===== config.mk =====
export PLATFORM = sky130hd
export DESIGN_NAME = rjust_audio_rx
export DESIGN_NICKNAME = d
export VERILOG_FILES = /design/src/rtl/rjrx_pkg.sv /design/src/rtl/rjrx_slot_timer.sv /design/src/rtl/rjrx_shifter.sv /design/src/rtl/rjrx_word_align.sv /design/src/rtl/rjust_audio_rx.sv
export SDC_FILE = /design/constraint.sdc
export NUM_CORES = 1
export LEC_CHECK = 0
export BUFFER_PORTS_ARGS = -buffer_cell sky130_fd_sc_hd__buf_4
export CAP_MARGIN = 20
export CORE_UTILIZATION = 45
export DETAILED_ROUTE_END_ITERATION = 6
export PLACE_DENSITY = 0.75
export SYNTH_ARGS = -nofsm -noshare
export SYNTH_HDL_FRONTEND = slang
export SYNTH_SLANG_ARGS = --single-unit

===== constraint.sdc =====
create_clock -name clk -period 2 [get_ports clk]
set_input_delay 0.1 -clock clk [delete_from_list [all_inputs] [get_ports clk]]
set_output_delay 0.1 -clock clk [all_outputs]
set_load 0.01 [all_outputs]

===== src/rtl/rjrx_pkg.sv =====
package rjrx_pkg;
   localparam int NUM_CH = 2;

   typedef enum logic {
      CH_LEFT  = 1'b0,
      CH_RIGHT = 1'b1
   } rjrx_chan_e;

   typedef enum logic {
      FMT_WIDE   = 1'b0,
      FMT_NARROW = 1'b1
   } rjrx_fmt_e;
endpackage


===== src/rtl/rjrx_slot_timer.sv =====
module rjrx_slot_timer
   import rjrx_pkg::*;
#(
   parameter int SLOT_LEN = 32,
   parameter int CNT_W    = $clog2(SLOT_LEN)
) (
   input  logic       clk,
   input  logic       rst,
   input  logic       frame_clk,
   input  logic       wlen_sel,
   output logic       last_o,
   output rjrx_chan_e chan_o,
   output rjrx_fmt_e  fmt_o
);
   localparam logic [CNT_W-1:0] LAST_POS = CNT_W'(SLOT_LEN - 1);

   logic             fc_prev;
   logic [CNT_W-1:0] cnt_q;
   logic             armed_q;
   rjrx_chan_e       chan_q;
   rjrx_fmt_e        fmt_q;

   logic             edge_hit;
   logic [CNT_W-1:0] pos;
   logic             live;

   always_comb begin
      edge_hit = frame_clk ^ fc_prev;
      pos      = edge_hit ? '0 : cnt_q;
      live     = edge_hit | armed_q;
      last_o   = live && (pos == LAST_POS);
      chan_o   = chan_q;
      fmt_o    = fmt_q;
   end

   always_ff @(posedge clk) begin
      if (rst) begin
         fc_prev <= frame_clk;
         cnt_q   <= '0;
         armed_q <= 1'b0;
         chan_q  <= CH_LEFT;
         fmt_q   <= FMT_WIDE;
      end else begin
         fc_prev <= frame_clk;
         cnt_q   <= pos + CNT_W'(1);
         if (edge_hit) begin
            armed_q <= 1'b1;
            chan_q  <= rjrx_chan_e'(frame_clk);
            fmt_q   <= rjrx_fmt_e'(wlen_sel);
         end else if (last_o) begin
            armed_q <= 1'b0;
         end
      end
   end
endmodule


===== src/rtl/rjrx_shifter.sv =====
module rjrx_shifter #(
   parameter int SH_W = 20
) (
   input  logic            clk,
   input  logic            rst,
   input  logic            sdata,
   output logic [SH_W-1:0] word_o
);
   logic [SH_W-2:0] sh_q;

   assign word_o = {sh_q, sdata};

   always_ff @(posedge clk) begin
      if (rst) sh_q <= '0;
      else     sh_q <= word_o[SH_W-2:0];
   end
endmodule


===== src/rtl/rjrx_word_align.sv =====
module rjrx_word_align
   import rjrx_pkg::*;
#(
   parameter int OUT_W       = 24,
   parameter int WLEN_WIDE   = 20,
   parameter int WLEN_NARROW = 18,
   parameter int SH_W        = 20
) (
   input  logic                          clk,
   input  logic                          rst,
   input  logic                          capture,
   input  rjrx_chan_e                    chan,
   input  rjrx_fmt_e                     fmt,
   input  logic [SH_W-1:0]               word,
   output logic [NUM_CH-1:0][OUT_W-1:0]  data_o,
   output logic [NUM_CH-1:0]             valid_o
);
   logic [OUT_W-1:0] ext_wide;
   logic [OUT_W-1:0] ext_sel;

   assign ext_wide = OUT_W'($signed(word[WLEN_WIDE-1:0]));

   generate
      if (WLEN_WIDE == WLEN_NARROW) begin : g_single_len
         assign ext_sel = ext_wide;
      end else begin : g_dual_len
         logic [OUT_W-1:0] ext_narrow;
         assign ext_narrow = OUT_W'($signed(word[WLEN_NARROW-1:0]));
         assign ext_sel    = (fmt == FMT_NARROW) ? ext_narrow : ext_wide;
      end
   endgenerate

   for (genvar ch = 0; ch < NUM_CH; ch++) begin : g_chan
      logic hit;
      assign hit = capture && (int'(chan) == ch);
      always_ff @(posedge clk) begin
         if (rst) begin
            valid_o[ch] <= 1'b0;
            data_o[ch]  <= '0;
         end else begin
            valid_o[ch] <= hit;
            if (hit) data_o[ch] <= ext_sel;
         end
      end
   end
endmodule


===== src/rtl/rjust_audio_rx.sv =====
module rjust_audio_rx
   import rjrx_pkg::*;
#(
   parameter int OUT_W       = 24,
   parameter int SLOT_LEN    = 32,
   parameter int WLEN_WIDE   = 20,
   parameter int WLEN_NARROW = 18
) (
   input  logic             clk,
   input  logic             rst,
   input  logic             frame_clk,
   input  logic             sdata,
   input  logic             wlen_sel,
   output logic [OUT_W-1:0] left_data,
   output logic             left_valid,
   output logic [OUT_W-1:0] right_data,
   output logic             right_valid
);
   localparam int SH_W  = (WLEN_WIDE > WLEN_NARROW) ? WLEN_WIDE : WLEN_NARROW;
   localparam int CNT_W = $clog2(SLOT_LEN);

   if (SH_W < 2) begin : g_bad_wlen
      $error("word lengths must be at least 2 bits");
   end
   if (SLOT_LEN < SH_W) begin : g_bad_slot
      $error("slot shorter than the longest word");
   end
   if (OUT_W < SH_W) begin : g_bad_out
      $error("output narrower than the longest word");
   end
   if ((1 << CNT_W) != SLOT_LEN) begin : g_bad_pow2
      $error("slot length must be a power of two");
   end

   logic                         last_bit;
   rjrx_chan_e                   cur_chan;
   rjrx_fmt_e                    cur_fmt;
   logic [SH_W-1:0]              word;
   logic [NUM_CH-1:0][OUT_W-1:0] data_all;
   logic [NUM_CH-1:0]            valid_all;

   rjrx_slot_timer #(.SLOT_LEN(SLOT_LEN), .CNT_W(CNT_W)) u_timer (
      .clk(clk), .rst(rst), .frame_clk(frame_clk), .wlen_sel(wlen_sel),
      .last_o(last_bit), .chan_o(cur_chan), .fmt_o(cur_fmt)
   );

   rjrx_shifter #(.SH_W(SH_W)) u_shift (
      .clk(clk), .rst(rst), .sdata(sdata), .word_o(word)
   );

   rjrx_word_align #(
      .OUT_W(OUT_W), .WLEN_WIDE(WLEN_WIDE), .WLEN_NARROW(WLEN_NARROW), .SH_W(SH_W)
   ) u_align (
      .clk(clk), .rst(rst), .capture(last_bit), .chan(cur_chan), .fmt(cur_fmt),
      .word(word), .data_o(data_all), .valid_o(valid_all)
   );

   assign left_data   = data_all[CH_LEFT];
   assign right_data  = data_all[CH_RIGHT];
   assign left_valid  = valid_all[CH_LEFT];
   assign right_valid = valid_all[CH_RIGHT];
endmodule


==> results.sh, run 1 <==
export IMPL_clk_latency_ns=0.34
export IMPL_worstPathArrival_ns=2.18
export IMPL_dp_hpwl_um=2870
export IMPL_wl_met3_um=188
export IMPL_timing_final_ws_setup_ns=0.04224
export IMPL_clkTransAtPathRegs_ns=0.07
export IMPL_post_route_period_util_pct=97.89
export IMPL_setup_violations=0
export IMPL_synth_top_area_share_pct=53.85
export IMPL_drv_cap=0
export IMPL_initial_utilization_pct=46.97
export IMPL_maxUsedRoutingLayer="met4"
export IMPL_hp_class="in -> reg"
export IMPL_cts_tree="yes"
export IMPL_drt_initial_drc_count=79
export IMPL_crit_path_end_kind="flop"
export IMPL_antenna_found_initial=0
export IMPL_dieWidth_um=78.05
export IMPL_nNetsFinal=305
export IMPL_die_height_um=78.05
export IMPL_cts_root_buf="clkbuf_8"
export IMPL_gp_congestion=0.6720
export IMPL_viasPerCell=4.501
export IMPL_vias=1688
export IMPL_worst_pin_slew_ns=0.5247
export IMPL_syn_area_sq_um=2602
export IMPL_utilization_pct=60.64
export IMPL_grt_max_degree=72
export IMPL_fin_skew_ns=0.008161
export IMPL_startpoint_type="flop"
export IMPL_yosysUniqueCellTypes=24
export IMPL_grt_total_usage_pct=15.71
export IMPL_final_cell_mix="dfxtp_1, nand2b_1, buf_4"
export IMPL_wl_met1_um=2037
export IMPL_place_ws_ns=0.01475
export IMPL_portBuffers=54
export IMPL_hold_viol=0
export IMPL_row_count=27
export IMPL_cts_buffer_depth=2
export IMPL_dr_pass1_iters=4
export IMPL_overflow=0
export IMPL_p_per_area_nw_per_um2=830.2
export IMPL_areaGrowthSynthToFinish_pct=29.09
export IMPL_max_freq_ghz=0.5108
export IMPL_worstSetupPathType="reg -> reg"
export IMPL_grt_pass1_vias=1646
export IMPL_drive_above_1_share_pct=29.04
export IMPL_vdd_ir_drop_max_mv=0.4431
export IMPL_yosys_warnings=0
export IMPL_status="finished, final reports clean"
export IMPL_mostFrequentLayoutCell="dfxtp_1"
export IMPL_synth_top_area_cell="dfxtp_1"
export IMPL_p_leak_nw=1.771
export IMPL_cts_sinks=70
export IMPL_met2_length_um=2206
export IMPL_cp_required_ns=2.22
export IMPL_maxSlewViolCount=0
export IMPL_syn_nets=251
export IMPL_syn_avg_cell_area_sq_um=10.67
export IMPL_synthTopCellsByArea="dfxtp_1, mux2i_1, nand2b_1, inv_1, buf_4"
export IMPL_htree_levels=3
export IMPL_period_minus_slack_ns=1.958
export IMPL_ys_ff_latch=70
export IMPL_cts_buffers_inserted=9
export IMPL_diodes=0
export IMPL_ys_seq_area_share_pct=53.85
export IMPL_synthCells=244
export IMPL_max_slew_margin_rel_pct=65.02
export IMPL_grt_pass1_wl_um=7300
export IMPL_core_area_sq_um=5540
export IMPL_dieArea_sq_um=6092
export IMPL_nFillCells=457
export IMPL_routed_wirelength_um=4499
export IMPL_remaining_drc_errors=0
export IMPL_worstPathMaxFanout=13
export IMPL_wire_per_inst_um=12.00
export IMPL_ant_nets=0
export IMPL_io_pins=55
export IMPL_cts_setup_buffers=0
[power breakdown]
group / switching [W] / internal (W)
Clock: 0.000489 / 0.000803
Sequential: 0.0000102 / 0.00141
Combinational: 0.0000383 / 0.0000422
[cell families after synthesis]
group	share of synthesized area, %
XOR/XNOR	1.298
AO/OA/AOI/OAI	1.971
adder cells (fa/ha/maj)	0.9614
buffers and inverters	7.596
multiplexers	16.15
AND/OR/NAND/NOR	18.17
flip-flops	53.85
[registers in the layout, summed over array words and instances (netlist names)]
| register | count |
|---|---|
| u_align.data_o | 40 |
| u_shift.sh_q | 19 |
| u_timer.cnt_q | 5 |
| u_align.valid_o | 2 |
| u_timer.armed_q | 1 |
| u_timer.chan_o | 1 |
| u_timer.fc_prev | 1 |
| u_timer.fmt_o | 1 |
[metal layers]
metal / GRT usage (%) / vias to the layer above
met1: 17.29 / 783
met5: 0 / -
li1: - / 865
met4: 9.444 / 0
met3: 5.116 / 7
met2: 26.32 / 33
[metrics by stage]
stage / total power (W) / instances / hold slack [ns] / setup TNS (ns) / cell area, sq um
3_3_place_gp: 0.001518 / 357 / 0.2718 / 0 / 3065
3_5_place_dp: 0.001519 / 357 / 0.2762 / 0 / 3065
6_report: 0.002789 / 375 / 0.01525 / 0 / 3359
4_1_cts: 0.002806 / 375 / 0.005050 / 0 / 3327
2_1_floorplan: 0.001497 / 244 / 0.1277 / 0 / 2603
5_1_grt: 0.002883 / 375 / 0.02284 / -2.219 / 3359
[area by class of cell]
type	instances	area, sq um	share of cell area [%]
Timing Repair Buffer	63	519.2	15.46
Sequential cell	70	1403	41.75
Clock inverter	3	65.06	1.937
Inverter	20	75.07	2.235
Multi-Input combinational cell	134	1039	30.91
Tap cell	72	90.09	2.682
Clock buffer	13	168.9	5.028
[final timing paths]
| check | start | end | slack [ns] | cells past startpoint |
|---|---|---|---|---|
| min | wlen_sel | u_timer.fmt_o$_SDFFE_PP0P_ | 0.02 | 3 |
| min reg2reg | u_shift.sh_q[9]$_SDFF_PP0_ | u_shift.sh_q[10]$_SDFF_PP0_ | 0.46 | 2 |
| max | u_timer.fc_prev$_DFF_P_ | u_align.data_o[33]$_SDFFE_PP0P_ | 0.04 | 10 |
| max reg2reg | u_timer.fc_prev$_DFF_P_ | u_align.data_o[33]$_SDFFE_PP0P_ | 0.04 | 10 |
[cell usage after synthesis, drive strengths merged]
library cell,n
dfxtp,70
nand2b,59
mux2i,42
inv,20
buf,12
clkbuf,8
a21oi,4
nand2,4
nor2b,4
and2,3
nor2,3
o21ai,3
ha,2
nor3,2
or2,2
xor2,2
nand3,1
o211ai,1
or3,1
xnor2,1
[what timing repair did]
action	CTS	global route
gates cloned	0	0
hold endpoints to repair	2	0
endpoints found under the setup margin	5	42
hold buffers	2	0
gates resized for setup	1	9
pin swaps	0	2
[worst max-delay path: stages (launching register included)]
cell,delay [ns]
dfxtp_2,0.34
xnor2_2,0.19
and2_4,0.18
ha_2,0.19
nand2_1,0.08
nor3_2,0.13
ha_2,0.20
buf_4,0.11
o211ai_2,0.12
buf_12,0.19
mux2i_1,0.12
(Power assumes the default switching activity.)
==> run 2, diff against run 1 <==
ABC_AREA = 1   (was unset)
CELL_PAD_IN_SITES_DETAIL_PLACEMENT = 1   (was unset)
CELL_PAD_IN_SITES_GLOBAL_PLACEMENT = 2   (was unset)
CORE_UTILIZATION = 25   (was 45)
==> run 2 against run 1 <==
Worst hold slack got worse by 0.010 ns. Via count up 62%. Combinational power rose by 110%. Routed wire length up 75%. Global-route usage decreased by 2.7 points. Highest routed layer unchanged. First-iteration DRC count up 43%. Register-to-register slack better by 0.04 ns. Power grew 22%.
==> results.sh, run 2 <==
export IMPL_fin_skew_ns=0.007608
export IMPL_cts_root_buf="clkbuf_16"
export IMPL_cts_sinks=70
export IMPL_place_inst=616
export IMPL_cp_required_ns=2.27
export IMPL_ys_ff_latch=70
export IMPL_seq_area_sq_um=1403
export IMPL_clk_latency_ns=0.33
export IMPL_reg2reg_depth=14
export IMPL_whs_path_depth=3
export IMPL_largest_register="u_align.data_o"
export IMPL_final_cell_mix="inv_1, nand2_1, dfxtp_1"
export IMPL_vdd_ir_drop_max_mv=0.3478
export IMPL_dieWidth_um=110.8
export IMPL_worst_r2r_startpoint="u_timer.fc_prev$_DFF_P_"
export IMPL_hp_start="wlen_sel"
export IMPL_grt_pass1_wl_um=12760
export IMPL_setup_violations=0
export IMPL_dp_hpwl_um=5046
export IMPL_hold_viol=0
export IMPL_maxSlewViolCount=0
export IMPL_finalPower_w=0.003415
export IMPL_hold_end="u_timer.fmt_o$_SDFFE_PP0P_"
export IMPL_ant_nets=0
export IMPL_gp_congestion=0.7181
export IMPL_io_pins=55
export IMPL_routed_wirelength_um=7861
export IMPL_startpoint_type="flop"
export IMPL_synth_most_common_cell="inv_1"
export IMPL_max_freq_ghz=0.5227
export IMPL_viasPerCell=4.280
export IMPL_drive_above_1_share_pct=25.40
export IMPL_synthCells=437
export IMPL_period_minus_slack_ns=1.913
export IMPL_largest_reg_flops=40
export IMPL_final_cells=639
export IMPL_p_per_area_nw_per_um2=845.9
export IMPL_wire_per_inst_um=12.30
export IMPL_die_height_um=110.8
export IMPL_nNetsFinal=499
export IMPL_overflow=0
export IMPL_multi_input_area_sq_um=1067
export IMPL_rr_endpoint="u_align.data_o[11]$_SDFFE_PP0P_"
export IMPL_syn_avg_cell_area_sq_um=6.769
export IMPL_setup_tns_ns=0
export IMPL_synthArstFlopShare_pct=0
export IMPL_drt_initial_drc_count=113
export IMPL_synthTopCellsByCount="inv_1, nand2_1, nor2_1"
export IMPL_areaGrowthSynthToFinish_pct=36.51
export IMPL_antenna_found_initial=0
export IMPL_dr_pass1_iters=4
export IMPL_yosys_warnings=0
export IMPL_syn_nets=444
export IMPL_row_count=39
export IMPL_clkTransAtPathRegs_ns=0.06
export IMPL_grt_pass1_vias=2693
export IMPL_remaining_drc_errors=0
export IMPL_mostFrequentLayoutCell="inv_1"
export IMPL_hp_class="in -> reg"
export IMPL_cts_buffers_inserted=9
export IMPL_synthFlopType="dfxtp_1"
export IMPL_cts_buffer_depth=2
export IMPL_syn_area_sq_um=2958
export IMPL_core_area_sq_um=11470
export IMPL_worstPathArrival_ns=2.18
export IMPL_max_slew_margin_rel_pct=69.37
export IMPL_rrSetupSlack_ns=0.09
export IMPL_crit_path_end_kind="flop"
export IMPL_worstSetupPathType="reg -> reg"
export IMPL_status="finished, final reports clean"
export IMPL_yosysUniqueCellTypes=14
export IMPL_grt_total_usage_pct=13.06
export IMPL_post_route_period_util_pct=95.66
export IMPL_grt_max_degree=26
export IMPL_htree_levels=3
export IMPL_synth_top_area_cell="dfxtp_1"
export IMPL_synth_top_area_share_pct=47.38
export IMPL_p_leak_nw=1.923
export IMPL_drv_cap=0
export IMPL_worstPathMaxFanout=6
export IMPL_worst_pin_slew_ns=0.4590
export IMPL_top_regs="u_align.data_o x40, u_shift.sh_q x19, u_timer.cnt_q x5"
export IMPL_initial_utilization_pct=25.79
export IMPL_synth_edff_count=0
export IMPL_diodes=0
export IMPL_ys_seq_area_share_pct=47.38
export IMPL_synthTopCellsByArea="dfxtp_1, inv_1, nand2_1, nor2_1, nand4_1"
export IMPL_cts_tree="yes"
export IMPL_dieArea_sq_um=12270
export IMPL_vias=2735
export IMPL_nFillCells=1416
export IMPL_portBuffers=54
export IMPL_utilization_pct=35.21
## run 2: changes by cell type after synthesis, moves of 8 or more
cell,change
mux2i_1,-42
nand4_1,+40
inv_1,+95
nand2b_1,-59
nand2_1,+85
nor2_1,+73
buf_2,+8
## run 2: report_power, final
part | switching, W | total [W] | internal (W)
clock | 0.000593 | 0.00184 | 0.00124
combinational | 0.000113 | 0.000165 | 0.0000526
sequential | 0.00000623 | 0.00141 | 0.00141
total | 0.000712 | 0.00342 | 0.00270
## run 2: logic make-up after synthesis
group	count (synthesis)	synth area share, %
buffers and inverters	149	20.35
adders and majority gates	2	0.8459
AOI/OAI and AO/OA	6	1.015
DFF	70	47.38
and+or+nand+nor	210	30.41
## run 2: timing repair
| item | in CTS | in global routing |
|---|---|---|
| gates cloned | 2 | 0 |
| pin swaps | 1 | 26 |
| setup buffers | 2 | 3 |
| hold endpoints to repair | 1 | 0 |
| setup endpoints to repair | 20 | 41 |
| hold buffers | 1 | 0 |
| gates resized for setup | 10 | 40 |
## run 2: worst max-delay path, cell delays in order, from the launching register on
cell and delay, ns:
dfxtp_2 0.34, inv_2 0.04, nand2_2 0.08, nand2_4 0.09, nor2_4 0.13, ha_4 0.15, nand3_2 0.09, nor2_4 0.14
ha_4 0.17, buf_6 0.11, nand3_4 0.13, buf_6 0.19, nand2_1 0.05, inv_1 0.03, nor2_1 0.09
## run 2: layout make-up
| cell class | count | share of cell area (%) |
|---|---|---|
| clock buffer | 11 | 6.012 |
| timing repair buffer | 76 | 15.15 |
| multi-input combinational | 218 | 26.43 |
| clock inverter | 4 | 2.355 |
| inverter | 117 | 10.88 |
| sequential | 70 | 34.74 |
| tap | 143 | 4.431 |
## run 2: through the flow
step | instance area, sq um | setup slack [ns] | hold slack [ns]
finish | 4038 | 0.08685 | 0.004900
CTS | 3906 | 0.01278 | 0.008544
floorplan | 2958 | 0.04773 | 0.1277
detailed placement | 3497 | -0.06168 | 0.2322
global route | 4038 | -0.008046 | 0.02680
global placement | 3497 | 0.05096 | 0.2358
## run 2: per-layer routing
metal | part of all wire [%] | up-vias | global-route usage, %
li1 | - | 1371 | -
met1 | 48 | 1306 | 16.35
met2 | 47 | 46 | 21.53
met3 | 3.4 | 12 | 3.062
met4 | 1.8 | 0 | 5.333
met5 | 0 | - | 0
## run 2: worst max path at each step
stage                             from  cells past startpoint  slack, ns                              end
2_1_floorplan  u_timer.fc_prev$_DFF_P_                     13       0.05  u_align.data_o[30]$_SDFFE_PP0P_
4_1_cts        u_timer.fc_prev$_DFF_P_                     14       0.01   u_align.data_o[6]$_SDFFE_PP0P_
5_1_grt        u_timer.fc_prev$_DFF_P_                     14     -0.008   u_align.data_o[8]$_SDFFE_PP0P_
3_5_place_dp   u_timer.fc_prev$_DFF_P_                     14      -0.06   u_align.data_o[6]$_SDFFE_PP0P_
3_3_place_gp   u_timer.fc_prev$_DFF_P_                     12       0.05   u_align.data_o[6]$_SDFFE_PP0P_
6_report       u_timer.fc_prev$_DFF_P_                     14       0.09  u_align.data_o[11]$_SDFFE_PP0P_
